File: config.mk
export PLATFORM = sky130hd
export DESIGN_NAME = dma_irq_bank
export DESIGN_NICKNAME = d
export VERILOG_FILES = /design/src/rtl/dma_irq_pkg.sv /design/src/rtl/dma_clr_decode.sv /design/src/rtl/dma_flag_bank.sv /design/src/rtl/dma_reg_port.sv /design/src/rtl/dma_irq_bank.sv
export SDC_FILE = /design/constraint.sdc
export NUM_CORES = 1
export LEC_CHECK = 0
export ABC_AREA = 1
export BUFFER_PORTS_ARGS = -buffer_cell sky130_fd_sc_hd__buf_2
export CAP_MARGIN = 20
export CORE_MARGIN = 2
export CORE_UTILIZATION = 47
export DETAILED_ROUTE_END_ITERATION = 16
export GPL_ROUTABILITY_DRIVEN = 0
export GPL_TIMING_DRIVEN = 0
export HOLD_SLACK_MARGIN = 0.15
export PLACE_DENSITY = 0.7
export SETUP_SLACK_MARGIN = 0.15
export SKIP_CTS_REPAIR_TIMING = 1
export SLEW_MARGIN = 20
export SYNTH_ARGS = -nofsm -noshare
export SYNTH_HDL_FRONTEND = slang
export SYNTH_HIERARCHICAL = 1
export SYNTH_SLANG_ARGS = --single-unit
File: constraint.sdc
create_clock -name clk -period 3.6 [get_ports clk]
set_input_delay 0.72 -clock clk [delete_from_list [all_inputs] [get_ports clk]]
set_output_delay 0.72 -clock clk [all_outputs]
set_load 0.005 [all_outputs]
File: src/rtl/dma_irq_pkg.sv
package dma_irq_pkg;

  localparam int CMD_W = 8;

  // encoded clear command byte: skip flag on top, selector below
  typedef struct packed {
    logic       skip;
    logic [6:0] sel;
  } clr_cmd_t;

endpackage

File: src/rtl/dma_clr_decode.sv
module dma_clr_decode
  import dma_irq_pkg::*;
#(
  parameter int NUM_CH = 64
) (
  input  logic              en_i,
  input  clr_cmd_t          cmd_i,
  output logic [NUM_CH-1:0] mask_o
);

  logic hit_all;
  logic active;

  assign active  = en_i && !cmd_i.skip;
  assign hit_all = int'(cmd_i.sel) >= NUM_CH;

  for (genvar i = 0; i < NUM_CH; i++) begin : g_bit
    assign mask_o[i] = active && (hit_all || (cmd_i.sel == 7'(i)));
  end

endmodule

File: src/rtl/dma_flag_bank.sv
module dma_flag_bank #(
  parameter int N = 64
) (
  input  logic         clk,
  input  logic         rst,
  input  logic [N-1:0] set_i,
  input  logic [N-1:0] clr_i,
  output logic [N-1:0] q_o
);

  // set has priority so a completion is never lost to a clear
  for (genvar i = 0; i < N; i++) begin : g_flag
    always_ff @(posedge clk) begin
      if (rst)           q_o[i] <= 1'b0;
      else if (set_i[i]) q_o[i] <= 1'b1;
      else if (clr_i[i]) q_o[i] <= 1'b0;
    end
  end

endmodule

File: src/rtl/dma_reg_port.sv
module dma_reg_port
  import dma_irq_pkg::*;
#(
  parameter int NUM_CH = 64,
  parameter int DW     = 32,
  localparam int NW    = NUM_CH / DW,
  localparam int AW    = $clog2(NW + 2)
) (
  input  logic              clk,
  input  logic              rst,
  input  logic              wr_i,
  input  logic              rd_i,
  input  logic [AW-1:0]     addr_i,
  input  logic [DW-1:0]     wdata_i,
  input  logic [NUM_CH-1:0] pend_i,
  output logic [NUM_CH-1:0] w1c_o,
  output logic              irq_cmd_en_o,
  output logic              done_cmd_en_o,
  output clr_cmd_t          cmd_o,
  output logic [DW-1:0]     rdata_o
);

  localparam logic [AW-1:0] A_IRQ_CMD  = AW'(NW);
  localparam logic [AW-1:0] A_DONE_CMD = AW'(NW + 1);

  logic [DW-1:0] rd_mux;

  for (genvar w = 0; w < NW; w++) begin : g_word
    assign w1c_o[w*DW +: DW] = (wr_i && addr_i == AW'(w)) ? wdata_i : '0;
  end

  assign irq_cmd_en_o  = wr_i && addr_i == A_IRQ_CMD;
  assign done_cmd_en_o = wr_i && addr_i == A_DONE_CMD;
  assign cmd_o         = clr_cmd_t'(wdata_i[CMD_W-1:0]);

  // command registers read back as zero
  always_comb begin
    rd_mux = '0;
    for (int w = 0; w < NW; w++) begin
      if (addr_i == AW'(w)) rd_mux = pend_i[w*DW +: DW];
    end
  end

  always_ff @(posedge clk) begin
    if (rst)       rdata_o <= '0;
    else if (rd_i) rdata_o <= rd_mux;
    else           rdata_o <= '0;
  end

endmodule

File: src/rtl/dma_irq_bank.sv
module dma_irq_bank
  import dma_irq_pkg::*;
#(
  parameter int NUM_CH  = 64,
  parameter int DW      = 32,
  localparam int NW     = NUM_CH / DW,
  localparam int AW     = $clog2(NW + 2),
  localparam int IDW    = $clog2(NUM_CH)
) (
  input  logic              clk,
  input  logic              rst,
  input  logic              cmpl_vld_i,
  input  logic [IDW-1:0]    cmpl_ch_i,
  input  logic              cmpl_irq_en_i,
  input  logic              bus_wr_i,
  input  logic              bus_rd_i,
  input  logic [AW-1:0]     bus_addr_i,
  input  logic [DW-1:0]     bus_wdata_i,
  output logic [DW-1:0]     bus_rdata_o,
  output logic [NUM_CH-1:0] irq_o,
  output logic [NUM_CH-1:0] done_o
);

  logic [NUM_CH-1:0] hit_ch;
  logic [NUM_CH-1:0] irq_set;
  logic [NUM_CH-1:0] w1c_mask;
  logic [NUM_CH-1:0] irq_cmd_mask;
  logic [NUM_CH-1:0] done_cmd_mask;
  logic              irq_cmd_en;
  logic              done_cmd_en;
  clr_cmd_t          cmd;

  for (genvar i = 0; i < NUM_CH; i++) begin : g_hit
    assign hit_ch[i] = cmpl_vld_i && (cmpl_ch_i == IDW'(i));
  end
  assign irq_set = cmpl_irq_en_i ? hit_ch : '0;

  dma_reg_port #(.NUM_CH(NUM_CH), .DW(DW)) port_i (
    .clk           (clk),
    .rst           (rst),
    .wr_i          (bus_wr_i),
    .rd_i          (bus_rd_i),
    .addr_i        (bus_addr_i),
    .wdata_i       (bus_wdata_i),
    .pend_i        (irq_o),
    .w1c_o         (w1c_mask),
    .irq_cmd_en_o  (irq_cmd_en),
    .done_cmd_en_o (done_cmd_en),
    .cmd_o         (cmd),
    .rdata_o       (bus_rdata_o)
  );

  dma_clr_decode #(.NUM_CH(NUM_CH)) irq_dec_i (
    .en_i   (irq_cmd_en),
    .cmd_i  (cmd),
    .mask_o (irq_cmd_mask)
  );

  dma_clr_decode #(.NUM_CH(NUM_CH)) done_dec_i (
    .en_i   (done_cmd_en),
    .cmd_i  (cmd),
    .mask_o (done_cmd_mask)
  );

  dma_flag_bank #(.N(NUM_CH)) irq_bank_i (
    .clk   (clk),
    .rst   (rst),
    .set_i (irq_set),
    .clr_i (w1c_mask | irq_cmd_mask),
    .q_o   (irq_o)
  );

  dma_flag_bank #(.N(NUM_CH)) done_bank_i (
    .clk   (clk),
    .rst   (rst),
    .set_i (hit_ch),
    .clr_i (done_cmd_mask),
    .q_o   (done_o)
  );

endmodule

* After elaboration in Yosys (flattened, before gate mapping)
Cells that the tools add are included.
Storage, ports and cells: logic and storage cells 917, register bits after elaboration 160
Cells by class: $lt $le $gt $ge 1, mux-type cells 261, reductions and logical operators 395, bitwise gates (word level) 2, equality and inequality tests 129
Operators by type and width (count):
- 1-bit two-way mux | 256
- 2-bit nonzero test | 128
- 7-bit by 6-bit equality test with 1-bit output (second input constant) | 32
- 1-bit logical AND | 198
- 6-bit equality test (second input constant) | 32
- 32-bit two-way mux | 4
- 7-bit by 5-bit equality test with 1-bit output (second input constant) | 16
- 6-bit by 5-bit equality test with 1-bit output (second input constant) | 16
- 1-bit logical OR | 64
- 64-bit two-way mux | 1
- 64-bit bitwise OR | 1
- 7-bit by 4-bit equality test with 1-bit output (second input constant) | 8
- 6-bit by 4-bit equality test with 1-bit output (second input constant) | 8
- 7-bit by 3-bit equality test with 1-bit output (second input constant) | 4
- 6-bit by 3-bit equality test with 1-bit output (second input constant) | 4
- 7-bit by 2-bit equality test with 1-bit output (second input constant) | 2
- 6-bit by 2-bit equality test with 1-bit output (second input constant) | 2
- 7-bit by 1-bit equality test with 1-bit output (second input constant) | 1
- 7-bit >= comparator (second input constant) | 1
- 7-bit logical NOT | 1
- 6-bit by 1-bit equality test with 1-bit output (second input constant) | 1
- 6-bit logical NOT | 1
- 2-bit equality test (second input constant) | 2
- 2-bit by 1-bit equality test with 1-bit output (second input constant) | 1
- other kinds (4) | 4

* Logic depth before layout (Yosys ltp)
depth in word-level cells 7, gate-level depth with buffers 12, gate-level depth less buffers 10

* Hierarchy
The synthesis kept the hierarchy.
Modules (own cells, without submodules):
- dma_flag_bank | area each 2723.9 um^2, cells an instance 327, instances 2
- dma_clr_decode | area each 988.4 um^2, cells an instance 195, instances 2
- dma_reg_port | area each 1779.2 um^2, cells an instance 261, instances 1
- dma_irq_bank | area each 1326.3 um^2, cells an instance 284, instances 1

* Worst setup path after synthesis
Ideal clock, no wire load.
path kind in2reg, from input port bus_addr_i[0], to register irq_bank_i.q_o[50], data required time 3.533 ns, setup slack 1.431 ns, arrival time 2.102 ns, stages 12, buffers on the path 3, cell sequence buf_6 buf_2 nor3_2 inv_1 nor2_1 inv_2 clkbuf_1 a21oi_1 or2_2 inv_1 nand2_1 a21oi_4
On the way: word-level cells in the longest chain between the ends 6
RTL lines:
- from (decl) | RTL line dma_irq_bank.sv:17 | input logic [AW-1:0] bus_addr_i,
- 2-bit equality test | RTL line dma_reg_port.sv:32 | assign irq_cmd_en_o = wr_i && addr_i == A_IRQ_CMD;
- 1-bit logical AND | RTL line dma_reg_port.sv:32
- net irq_cmd_en | RTL line dma_irq_bank.sv:29 | logic irq_cmd_en;
- 1-bit logical AND | RTL line dma_clr_decode.sv:14 | assign active = en_i && !cmd_i.skip;
- 1-bit logical AND | RTL line dma_clr_decode.sv:18 | assign mask_o[i] = active && (hit_all || (cmd_i.sel == 7'(i)));
- net irq_cmd_mask[50] | RTL line dma_irq_bank.sv:27 | logic [NUM_CH-1:0] irq_cmd_mask;
- 64-bit bitwise OR | RTL line dma_irq_bank.sv:69 | .clr_i (w1c_mask | irq_cmd_mask),
- 2-bit nonzero test (no source line)
- to (signal, indexed assignment) | RTL line dma_flag_bank.sv:14 | if (rst) q_o[i] <= 1'b0;
- to (signal, indexed assignment) | RTL line dma_flag_bank.sv:15 | else if (set_i[i]) q_o[i] <= 1'b1;
- to (signal, indexed assignment) | RTL line dma_flag_bank.sv:16 | else if (clr_i[i]) q_o[i] <= 1'b0;
- to (decl) | RTL line dma_flag_bank.sv:8 | output logic [N-1:0] q_o
The timed path passes the listed nets, and every way through them passes these cells. A chain may end at the register's enable or synchronous reset.

* Final worst setup path
from input port bus_addr_i[0], to register done_bank_i.q_o[7]
On the way: word-level cells in the longest chain between the ends 5
RTL lines:
- 2-bit equality test | RTL line dma_reg_port.sv:33 | assign done_cmd_en_o = wr_i && addr_i == A_DONE_CMD;
- 1-bit logical AND | RTL line dma_reg_port.sv:33
- net done_cmd_en | RTL line dma_irq_bank.sv:30 | logic done_cmd_en;
- 1-bit logical AND | RTL line dma_clr_decode.sv:14
- 1-bit logical AND | RTL line dma_clr_decode.sv:18
- net done_cmd_mask[7] | RTL line dma_irq_bank.sv:28 | logic [NUM_CH-1:0] done_cmd_mask;
- 2-bit nonzero test (no source line)
- to (signal, indexed assignment) | RTL line dma_flag_bank.sv:14
- to (signal, indexed assignment) | RTL line dma_flag_bank.sv:15
- to (signal, indexed assignment) | RTL line dma_flag_bank.sv:16
- to (decl) | RTL line dma_flag_bank.sv:8
The timed path passes the listed nets, and every way through them passes these cells.

==> metrics.txt <==
Setup WS pre-CTS=883 ps; Routed Antenna Nets=0; hold_sp=done_bank_i/q_o[63]; predominant post-synthesis flop cell=dfxtp_1; RSZ-0062 raised after global routing=false; worst hold stages=2; area grow syn2layout=18.5%; core footprint=21900 um^2; status=completed; final period utilization=67.5%; area of the mapped netlist=10500 um^2; WP data required=3930 ps; CP Cell Sequence=buf_6 -> buf_2 -> nand2_1 -> nor2_1 -> inv_1 -> nor2_1 -> inv_2 -> clkbuf_1 -> a21oi_1 -> inv_1 -> nand2_1 -> a21oi_2; Max Buffers Root-to-Sink=2; maximum vdd drop=0.320 mV; Fin Setup TNS=0 ps; clock skew=10.4 ps; Slew Limit Fails=0; reg2reg start=irq_bank_i/q_o[62]; I/O pin cnt=206; Syn Area/Cell=6.63 um^2; Least-Margin Pin Slew=827 ps; layout cells sized above 1=30.9%; Area contributors post-synth=dfxtp_1 30%, nand2_1 12%, inv_1 12%; Clock Sinks=160; fill cell count=2166; Yosys cell types=27; starting density of the core=48.1%; area leader, netlist=dfxtp_1; worst skew pair latency=440 ps; # setup viols final=0; minimum clock period=2430 ps; global-route wire length before repair=55500 um; DR iter-0 viols=1054; routed length per instance=17.7 um; MaxCap Viol Count=0; Root Driver=clkbuf_16; end of the worst hold path=done_bank_i/q_o[63]; row count=54; Mapped Nets=1635; total global routing overflow=0; CP Capture Type=flop; port bufs=204; Power Density=332 nW/um^2; GRT Total Usage=30.5%; multi-input logic area=5250 um^2; die footprint=23600 um^2; fmax=411 MHz; CTS Buf Count=17; largest net degree at the start of global routing=17; ys async rst share=0%; reg-to-reg setup timing slack=2670 ps; most numerous cell in the Yosys netlist=nand2_1; fin nets=1858; CTS tree=yes; Die Y-Extent=154 um; CP max-delay cell=nor2_1; post-synthesis sequential area ratio=30.4%; Reg area=3200 um^2; placed wire-length estimate=28000 um; R2R depth=2; Setup CP Type=input port to flop; PnR worst setup slack=1170 ps; Top Family by Delay on Critical Path=buffers and inverters; Bufs and invs on worst path=6; Yosys top cell area share=30.4%; Yosys warnings=6; Post-Synthesis Cells=1589; vias in the first global route=9880; Vias=10900; flops & latches, synth=160; Reg clk slew, reported paths=60 ps; DRT Pass-1 Iters=8; Slew HR=44.9%; Worst Path Max Fanout=10; P_leak=5.10 nW; DR vias/cell=5.16; Min-Delay Path Class=flop to flop; number of synthesized flops with an enable pin=0; Fin Hold WS=460 ps; Critical Path AT=2760 ps; Hold Vio Cnt, Final=0; initial antenna violation count=0; drt drc=0; reg2reg end=port_i/rdata_o[30]; Synth top cells by count=337 x nand2_1, 326 x inv_1, 187 x nor2_1; aggregate routed wire length=37300 um; Clock H-tree levels=4; Die Span X=154 um; Startpoint Class=input port; slowest cell delay on critical path=370 ps
cell usage in the layout, fill, tap and decap left out, types with 2 or more instances in the layout:
cell	Yosys	layout
a21oi_1	140	140
a21oi_2	128	128
a21oi_4	12	12
buf_12	14	14
buf_2	19	223
buf_4	14	14
buf_6	18	18
bufinv_16	0	2
clkbuf_1	25	26
clkbuf_16	0	17
clkbuf_8	0	2
clkinv_2	0	4
clkinv_8	2	2
clkinvlp_4	0	2
dfxtp_1	160	160
inv_1	326	326
inv_2	8	8
inv_4	2	2
nand2_1	337	337
nand2_2	10	10
nand2_4	5	5
nand3_1	33	33
nand3_2	5	5
nor2_1	187	187
nor2_2	20	20
nor2_4	3	3
nor2_8	5	5
nor3_1	47	47
nor3_2	2	2
o21bai_1	2	2
or2_2	64	64
final cells by class:
| cell class | instances | area share, % |
|---|---|---|
| Timing Repair Buffer | 204 | 8.19 |
| Multi-Input combinational cell | 1000 | 42.1 |
| Clock buffer | 20 | 3.66 |
| Antenna cell | 1 | 0.0201 |
| Clock inverter | 10 | 0.903 |
| Sequential cell | 160 | 25.7 |
| Inverter | 338 | 10.4 |
| Buffer | 91 | 6.26 |
| Tap cell | 280 | 2.81 |
report_power, final:
group / internal (mW) / total [mW] / switching, mW
Sequential: 1.78 / 1.78 / 0.00614
Combinational: 0.164 / 0.538 / 0.373
Clock: 1.05 / 1.82 / 0.767
how the worst max path moves through the flow:
stage	endpoint	start	depth (start not counted)	slack (ps)
after floorplan	irq_bank_i/q_o[50]	bus_addr_i[0]	12	1430
after global placement	irq_bank_i/q_o[15]	bus_addr_i[1]	13	970
after detailed placement	done_bank_i/q_o[10]	bus_addr_i[0]	12	880
after CTS	done_bank_i/q_o[10]	bus_addr_i[0]	12	1330
after global routing	done_bank_i/q_o[10]	bus_addr_i[0]	12	1110
final	done_bank_i/q_o[7]	bus_addr_i[0]	12	1170
kinds of logic after synthesis:
logic type / after synthesis / share of synthesized area [%]
AOI/OAI and AO/OA: 282 / 19.3
buffers and inverters: 429 / 19.7
DFF: 160 / 30.4
and+or+nand+nor: 718 / 30.5
worst reg2reg max path, stage by stage, from the launching register on:
cell     delay [ps]
dfxtp_1         390
nand3_1          90
a21oi_1         320
layer usage:
layer / track usage, % / up-vias / part of all wire (%)
li1: - / 5197 / -
met1: 39.3 / 4917 / 40
met2: 49.7 / 630 / 46
met3: 5.67 / 118 / 9.8
met4: 13.8 / 0 / 4.6
met5: 0 / - / 0
through the flow:
step | util (%) | instances | cell area, um^2 | total power [mW]
2_1_floorplan | - | 1589 | 10500 | 2.18
3_3_place_gp | 54.4 | 2073 | 11900 | 2.34
3_5_place_dp | 54.4 | 2073 | 11900 | 2.34
4_1_cts | 57.0 | 2103 | 12500 | 4.13
5_1_grt | 57.0 | 2103 | 12500 | 4.25
6_report | 57.0 | 2104 | 12500 | 4.14
state kept, by name, indices dropped and copies added, names as in the netlist:
| signal | flops |
|---|---|
| irq_bank_i/q_o | 64 |
| done_bank_i/q_o | 64 |
| port_i/rdata_o | 32 |
No activity file was read; power rests on OpenSTA's default activity.
